$ cat config.mk
export PLATFORM = sky130hd
export DESIGN_NAME = irq_timer
export DESIGN_NICKNAME = d
export VERILOG_FILES = /design/src/rtl/irq_timer_pkg.sv /design/src/rtl/irq_timer_prescale.sv /design/src/rtl/irq_timer_count.sv /design/src/rtl/irq_timer_regs.sv /design/src/rtl/irq_timer.sv
export SDC_FILE = /design/constraint.sdc
export NUM_CORES = 1
export LEC_CHECK = 0
export CAP_MARGIN = 40
export CELL_PAD_IN_SITES_DETAIL_PLACEMENT = 1
export CELL_PAD_IN_SITES_GLOBAL_PLACEMENT = 2
export CORE_ASPECT_RATIO = 0.6
export CORE_MARGIN = 2
export CORE_UTILIZATION = 40
export CTS_CLUSTER_SIZE = 8
export DETAILED_ROUTE_END_ITERATION = 7
export DONT_BUFFER_PORTS = 1
export PLACE_DENSITY = 0.85
export SLEW_MARGIN = 20
export SYNTH_ARGS = -nofsm -noshare
export SYNTH_HDL_FRONTEND = slang
export SYNTH_HIERARCHICAL = 1
export SYNTH_SLANG_ARGS = --single-unit
$ cat constraint.sdc
create_clock -name clk -period 5 [get_ports clk]
set_input_delay 1 -clock clk [delete_from_list [all_inputs] [get_ports clk]]
set_output_delay 1 -clock clk [all_outputs]
set_load 0.01 [all_outputs]
$ cat src/rtl/irq_timer_pkg.sv
package irq_timer_pkg;

    typedef enum logic [1:0] {
        REG_CFG    = 2'd0,
        REG_LOAD   = 2'd1,
        REG_COUNT  = 2'd2,
        REG_STATUS = 2'd3
    } reg_addr_e;

    localparam int CFG_RUN_BIT  = 0;
    localparam int CFG_IEN_BIT  = 1;
    localparam int STS_WRAP_BIT = 0;

endpackage

$ cat src/rtl/irq_timer_prescale.sv
module irq_timer_prescale #(
    parameter int TICK_DIV = 5000
) (
    input  logic clk,
    input  logic rst_n,
    input  logic run,
    input  logic clr,
    output logic tick
);
    localparam int PW = (TICK_DIV > 1) ? $clog2(TICK_DIV) : 1;
    localparam logic [PW-1:0] LAST = PW'(TICK_DIV - 1);

    typedef struct packed {
        logic [PW-1:0] pre;
    } pre_t;

    pre_t st_d, st_q;

    always_comb begin
        st_d = st_q;
        tick = run && !clr && (st_q.pre == LAST);
        if (clr || !run) begin
            st_d.pre = '0;
        end else if (tick) begin
            st_d.pre = '0;
        end else begin
            st_d.pre = st_q.pre + 1'b1;
        end
    end

    always_ff @(posedge clk) begin
        if (!rst_n) begin
            st_q.pre <= '0;
        end else begin
            st_q <= st_d;
        end
    end

endmodule

$ cat src/rtl/irq_timer_count.sv
module irq_timer_count #(
    parameter int CNT_W = 16
) (
    input  logic             clk,
    input  logic             rst_n,
    input  logic             tick,
    input  logic             load_ev,
    input  logic [CNT_W-1:0] load_val,
    output logic [CNT_W-1:0] cnt,
    output logic             wrap
);
    typedef struct packed {
        logic [CNT_W-1:0] cnt;
    } cnt_t;

    cnt_t st_d, st_q;

    always_comb begin
        st_d = st_q;
        wrap = tick && (st_q.cnt == '0);
        if (load_ev) begin
            st_d.cnt = load_val;
        end else if (tick) begin
            // at zero the down-count naturally rolls to all ones
            st_d.cnt = st_q.cnt - 1'b1;
        end
    end

    assign cnt = st_q.cnt;

    always_ff @(posedge clk) begin
        if (!rst_n) begin
            st_q.cnt <= '1;
        end else begin
            st_q <= st_d;
        end
    end

endmodule

$ cat src/rtl/irq_timer_regs.sv
module irq_timer_regs
    import irq_timer_pkg::*;
#(
    parameter int CNT_W = 16,
    parameter int DW    = 32
) (
    input  logic             clk,
    input  logic             rst_n,
    input  logic             we,
    input  logic [1:0]       addr,
    input  logic [DW-1:0]    wdata,
    output logic [DW-1:0]    rdata,
    input  logic [CNT_W-1:0] cnt,
    input  logic             wrap,
    output logic             run,
    output logic             ien,
    output logic             sts,
    output logic [CNT_W-1:0] preload,
    output logic             load_ev,
    output logic             stop_ev,
    output logic [CNT_W-1:0] load_val,
    output logic             irq
);
    typedef struct packed {
        logic             run;
        logic             ien;
        logic [CNT_W-1:0] preload;
        logic             sts;
    } regs_t;

    regs_t st_d, st_q;

    logic cfg_wr, ld_wr, sts_wr;
    logic unused_bits;

    assign unused_bits = ^wdata[DW-1:CNT_W];

    always_comb begin
        st_d     = st_q;
        load_ev  = 1'b0;
        stop_ev  = 1'b0;
        cfg_wr   = we && (addr == REG_CFG);
        ld_wr    = we && (addr == REG_LOAD);
        sts_wr   = we && (addr == REG_STATUS);
        load_val = ld_wr ? wdata[CNT_W-1:0] : st_q.preload;

        if (cfg_wr) begin
            st_d.run = wdata[CFG_RUN_BIT];
            st_d.ien = wdata[CFG_IEN_BIT];
            if (!st_q.run && wdata[CFG_RUN_BIT]) begin
                load_ev = 1'b1;
            end
            if (st_q.run && !wdata[CFG_RUN_BIT]) begin
                stop_ev      = 1'b1;
                st_d.preload = '1;
            end
        end

        if (ld_wr) begin
            st_d.preload = wdata[CNT_W-1:0];
            if (st_q.run) begin
                load_ev = 1'b1;
            end
        end

        if (sts_wr && wdata[STS_WRAP_BIT]) begin
            st_d.sts = 1'b0;
        end
        // a fresh wrap outranks a clear in the same cycle
        if (wrap && st_q.ien) begin
            st_d.sts = 1'b1;
        end
    end

    always_comb begin
        rdata = '0;
        unique case (addr)
            REG_CFG: begin
                rdata[CFG_RUN_BIT] = st_q.run;
                rdata[CFG_IEN_BIT] = st_q.ien;
            end
            REG_LOAD:   rdata[CNT_W-1:0]    = st_q.preload;
            REG_COUNT:  rdata[CNT_W-1:0]    = cnt;
            REG_STATUS: rdata[STS_WRAP_BIT] = st_q.sts;
            default:    rdata = '0;
        endcase
    end

    assign run     = st_q.run;
    assign ien     = st_q.ien;
    assign sts     = st_q.sts;
    assign preload = st_q.preload;
    assign irq     = st_q.sts & st_q.ien;

    always_ff @(posedge clk) begin
        if (!rst_n) begin
            st_q.run     <= 1'b0;
            st_q.ien     <= 1'b0;
            st_q.preload <= '1;
            st_q.sts     <= 1'b0;
        end else begin
            st_q <= st_d;
        end
    end

endmodule

$ cat src/rtl/irq_timer.sv
module irq_timer #(
    parameter int CLK_HZ  = 50_000_000,
    parameter int TICK_US = 100
) (
    input  logic        clk,
    input  logic        rst_n,
    input  logic        reg_we,
    input  logic [1:0]  reg_addr,
    input  logic [31:0] reg_wdata,
    output logic [31:0] reg_rdata,
    output logic        irq
);
    localparam int CNT_W    = 16;
    localparam int DW       = 32;
    localparam int RAW_DIV  = (CLK_HZ / 1_000_000) * TICK_US;
    localparam int TICK_DIV = (RAW_DIV < 1) ? 1 : RAW_DIV;

    logic             tick_w;
    logic             load_ev_w;
    logic             stop_ev_w;
    logic             wrap_w;
    logic             run_w;
    logic             ien_w;
    logic             sts_w;
    logic [CNT_W-1:0] preload_w;
    logic [CNT_W-1:0] load_val_w;
    logic [CNT_W-1:0] cnt_w;

    irq_timer_prescale #(
        .TICK_DIV (TICK_DIV)
    ) u_prescale (
        .clk   (clk),
        .rst_n (rst_n),
        .run   (run_w),
        .clr   (load_ev_w | stop_ev_w),
        .tick  (tick_w)
    );

    irq_timer_count #(
        .CNT_W (CNT_W)
    ) u_count (
        .clk      (clk),
        .rst_n    (rst_n),
        .tick     (tick_w),
        .load_ev  (load_ev_w),
        .load_val (load_val_w),
        .cnt      (cnt_w),
        .wrap     (wrap_w)
    );

    irq_timer_regs #(
        .CNT_W (CNT_W),
        .DW    (DW)
    ) u_regs (
        .clk      (clk),
        .rst_n    (rst_n),
        .we       (reg_we),
        .addr     (reg_addr),
        .wdata    (reg_wdata),
        .rdata    (reg_rdata),
        .cnt      (cnt_w),
        .wrap     (wrap_w),
        .run      (run_w),
        .ien      (ien_w),
        .sts      (sts_w),
        .preload  (preload_w),
        .load_ev  (load_ev_w),
        .stop_ev  (stop_ev_w),
        .load_val (load_val_w),
        .irq      (irq)
    );

endmodule

==> summary.md <==
| Metric | Value |
|---|---|
| Outcome | `finished, final reports clean` |
| Vias per cell | `5.54` |
| CP Max Fanout | `16` |
| Startpoint Class | `input port` |
| Worst endpoint data arrival time | `2.30 ns` |
| Vias | `2382` |
| Max Root-Sink Buffers | `2` |
| Switch share | `0.242` |
| Sequential cell area fraction in the yosys report | `0.320` |
| Mux contribution to synthesized area | `0.0766` |
| Syn-to-layout area delta | `5.33%` |
| Internal power | `668 µW` |
| Hpwl dp | `5.74 mm` |
| # diodes | `0` |
| GPL Wtd Cong | `0.877` |
| Final ANT Viol Nets | `0` |
| Post-synth EDFFs | `0` |
| Starting DRT DRC Count | `195` |
| Number of buffers created by CTS | `5` |
| Syn avg cell area | `9.00 µm²` |
| Critical path class | `in -> out` |
| Seq pwr share | `0.461` |
| Crit path largest cell delay | `0.68 ns` |
| Ys async rst share | `0` |
| Grt ovf | `0` |
| Fill cell count | `863` |
| Post-route design area | `3170 µm²` |
| Clock sinks | `48` |
| R2r startpoint | `u_regs/run` |
| Final setup TNS | `0 ns` |
| CTS tree | `done` |
| Min Hold Slack | `0.446 ns` |
| #FFs+latches synth | `48` |
| Die area | `8250 µm²` |
| Endpoints failing setup | `0` |
| Largest family of logic cells by synthesized area | `simple AND/OR/NAND/NOR gates` |
| Syn. warnings | `6` |
| Worst-path clk slew | `0.06 ns` |
| Setup Fix Bufs, Post-CTS | `0` |
| First-pass GRT wire length | `13.0 mm` |
| Crit path capture type | `output pin` |
| Combinational share of power | `0.106` |
| Crit path launch | `reg_addr[0]` |
| Pre-antenna DRT Iters | `4` |
| Largest net degree at the start of global routing | `39` |
| Hold_buf cts | `0` |
| Drt drc | `0` |
| Flop2flop setup slack | `2.54 ns` |
| Initial Utilization | `0.414` |
| Critical Path Slowest Stage Cell | `ha_1` |
| Clock H-tree levels | `2` |
| Max_cap viols | `0` |
| Chip width | `116 µm` |
| Resized cells post-CTS | `0` |
| Post-Synth Simple-Gate Area | `0.280` |
| Final hold vios | `0` |
| Clock power frac | `0.433` |
| Syn Inst Count | `334` |
| Slew @ Worst Pin | `0.793 ns` |
| Compound-Gate Fraction of Synth Area | `0.154` |
| Primary FF master, synth | `dfxtp_1` |
| Fmax | `303 MHz` |
| Net Sw Power | `214 µW` |
| CTS root buf | `clkbuf_16` |
| Req. time, crit path | `4.00 ns` |
| Reg2reg path depth | `8` |
| Cells along the critical path | `inv_1, ha_1, a222oi_1, mux2i_1` |
| Die height | `71.1 µm` |
| Hold Crit Class | `reg -> reg` |
| Wire length per cell | `18.6 µm` |
| Share of cells above drive strength 1 | `0.132` |
| Core area | `7270 µm²` |
| Post-Route Skew | `0.00516 ns` |
| Routed wire length | `8.01 mm` |
| Worst-case vdd ir drop | `117 µV` |
| Area of the mapped netlist | `3010 µm²` |
| Row cnt | `24` |
| Slew Limit Fails | `0` |
| Initial antenna violation count | `0` |
| Clock latency on the worst-skew pair | `0.29 ns` |
| Leak pwr | `1.17 nW` |
| GRT Resource Usage Total | `0.206` |
| Slew margin rel. | `0.471` |
| Period utilization | `0.659` |
| Synth Area in Adders | `0.0333` |
| Vias in the first global route | `2371` |
| Yosys cell types | `61` |
| Critical Path End | `reg_rdata[0]` |
| Final net count | `370` |
| Post-DP Area | `2990 µm²` |
| Final min period | `3.30 ns` |
| Post-Synth XOR/XNOR Area | `0.0466` |
| R2r endpoint | `u_count/cnt[7]` |
| Number of top-level pins | `70` |
| IO Port Bufs | `0` |
| Power Density | `279 nW/µm²` |
| RSZ-0062 raised after global routing | `no` |
==> cells in the mapped netlist (all sizes together) (6+ instances only) <==
| master | count | area share |
|---|---|---|
| nor2 | 33 | 0.041 |
| nor3 | 8 | 0.019 |
| a22oi | 14 | 0.035 |
| o22a | 16 | 0.049 |
| nand4 | 8 | 0.017 |
| nand3b | 8 | 0.024 |
| nand2 | 21 | 0.027 |
| clkbuf | 6 | 0.0075 |
| xor2 | 9 | 0.026 |
| ha | 8 | 0.033 |
| mux2 | 16 | 0.060 |
| dfxtp | 48 | 0.32 |
| nand3 | 12 | 0.020 |
| nor2b | 18 | 0.038 |
| inv | 10 | 0.012 |
| xnor2 | 7 | 0.020 |
| buf | 29 | 0.068 |
==> power by group through the flow <==
stage / registers (mW) / clock network [mW] / logic, mW
detailed placement: 0.415 / 0 / 0.0920
global placement: 0.414 / 0 / 0.0888
global route: 0.408 / 0.405 / 0.102
CTS: 0.406 / 0.390 / 0.0928
floorplan: 0.411 / 0 / 0.0897
finish: 0.407 / 0.382 / 0.0931
==> cell usage in the layout (no fill, tap or decap), drive strengths merged, types with 2 or more instances in the layout <==
cell type	count
nor4	4
and2	3
nand4b	2
buf	4
mux2i	5
conb	16
and3b	4
clkbuf	6
o31a	2
nor2	33
nand4	8
inv	10
a311oi	5
nor3	8
nand3b	8
nand2	21
o21ai	4
dfxtp	48
nor3b	5
xnor2	7
and4	2
a222oi	2
nor2b	18
nor4b	2
a22oi	14
mux2	16
o211ai	2
ha	8
a21boi	2
a211oi	2
o22a	16
a31oi	2
xor2	9
nand3	12
and3	3
==> stage by stage <==
step	std cells	worst slack, ns	power [mW]	utilization
final	430	1.70	0.882	0.436
after global routing	430	1.59	0.916	0.436
after CTS	429	1.73	0.889	0.434
after detailed placement	421	1.60	0.507	0.412
after global placement	420	1.46	0.503	0.410
after floorplan	349	1.79	0.500	-
==> critical path: cells and delay by family <==
| family | cells | cell delay, ns |
|---|---|---|
| AO/OA/AOI/OAI | 1 | 0.20 |
| multiplexers | 1 | 0.32 |
| adder cells (fa/ha/maj) | 1 | 0.68 |
| buffers and inverters | 1 | 0.08 |
==> registers in the layout (all words and copies together) (netlist names) <==
| signal | flops |
|---|---|
| u_regs/run | 1 |
| u_regs/ien | 1 |
| u_prescale/st_q | 13 |
| u_regs/sts | 1 |
| u_count/cnt | 16 |
| u_regs/preload | 16 |
==> worst min-delay path by stage <==
stage | start | endpoint | slack, ns | cells after the start
floorplan | u_prescale/st_q[0] | u_prescale/st_q[0] | 0.42 | 1
global placement | u_prescale/st_q[0] | u_prescale/st_q[0] | 0.43 | 1
detailed placement | u_prescale/st_q[0] | u_prescale/st_q[0] | 0.44 | 1
CTS | u_prescale/st_q[0] | u_prescale/st_q[0] | 0.45 | 1
global route | u_regs/sts | u_regs/sts | 0.49 | 2
finish | u_prescale/st_q[0] | u_prescale/st_q[0] | 0.45 | 1
==> cell type report <==
class | instances | area, µm² | area share
clock buffer | 6 | 129 | 0.0407
clock inverter | 2 | 35.0 | 0.0111
inverter | 10 | 37.5 | 0.0119
multi-input combinational | 256 | 1840 | 0.580
sequential | 48 | 961 | 0.304
tap | 104 | 130 | 0.0411
timing repair buffer | 4 | 37.5 | 0.0119
==> routing by layer <==
metal	up-vias	GRT usage	wire length (µm)
met5	-	0	0
met4	0	0.0397	53
met3	5	0.0488	593
met2	71	0.293	3170
met1	1154	0.317	4190
li1	1152	-	-
==> logic make-up (layout without fill, tap and decap cells) <==
logic type | Yosys count | after routing
xor gates and xnor gates | 16 | 16
and+or+nand+nor | 140 | 140
buffers and inverters | 45 | 22
other | 1 | 16
adders and majority gates | 8 | 8
DFF | 48 | 48
muxes | 21 | 21
AOI/OAI and AO/OA | 55 | 55
Power figures use the tool's default switching activity.
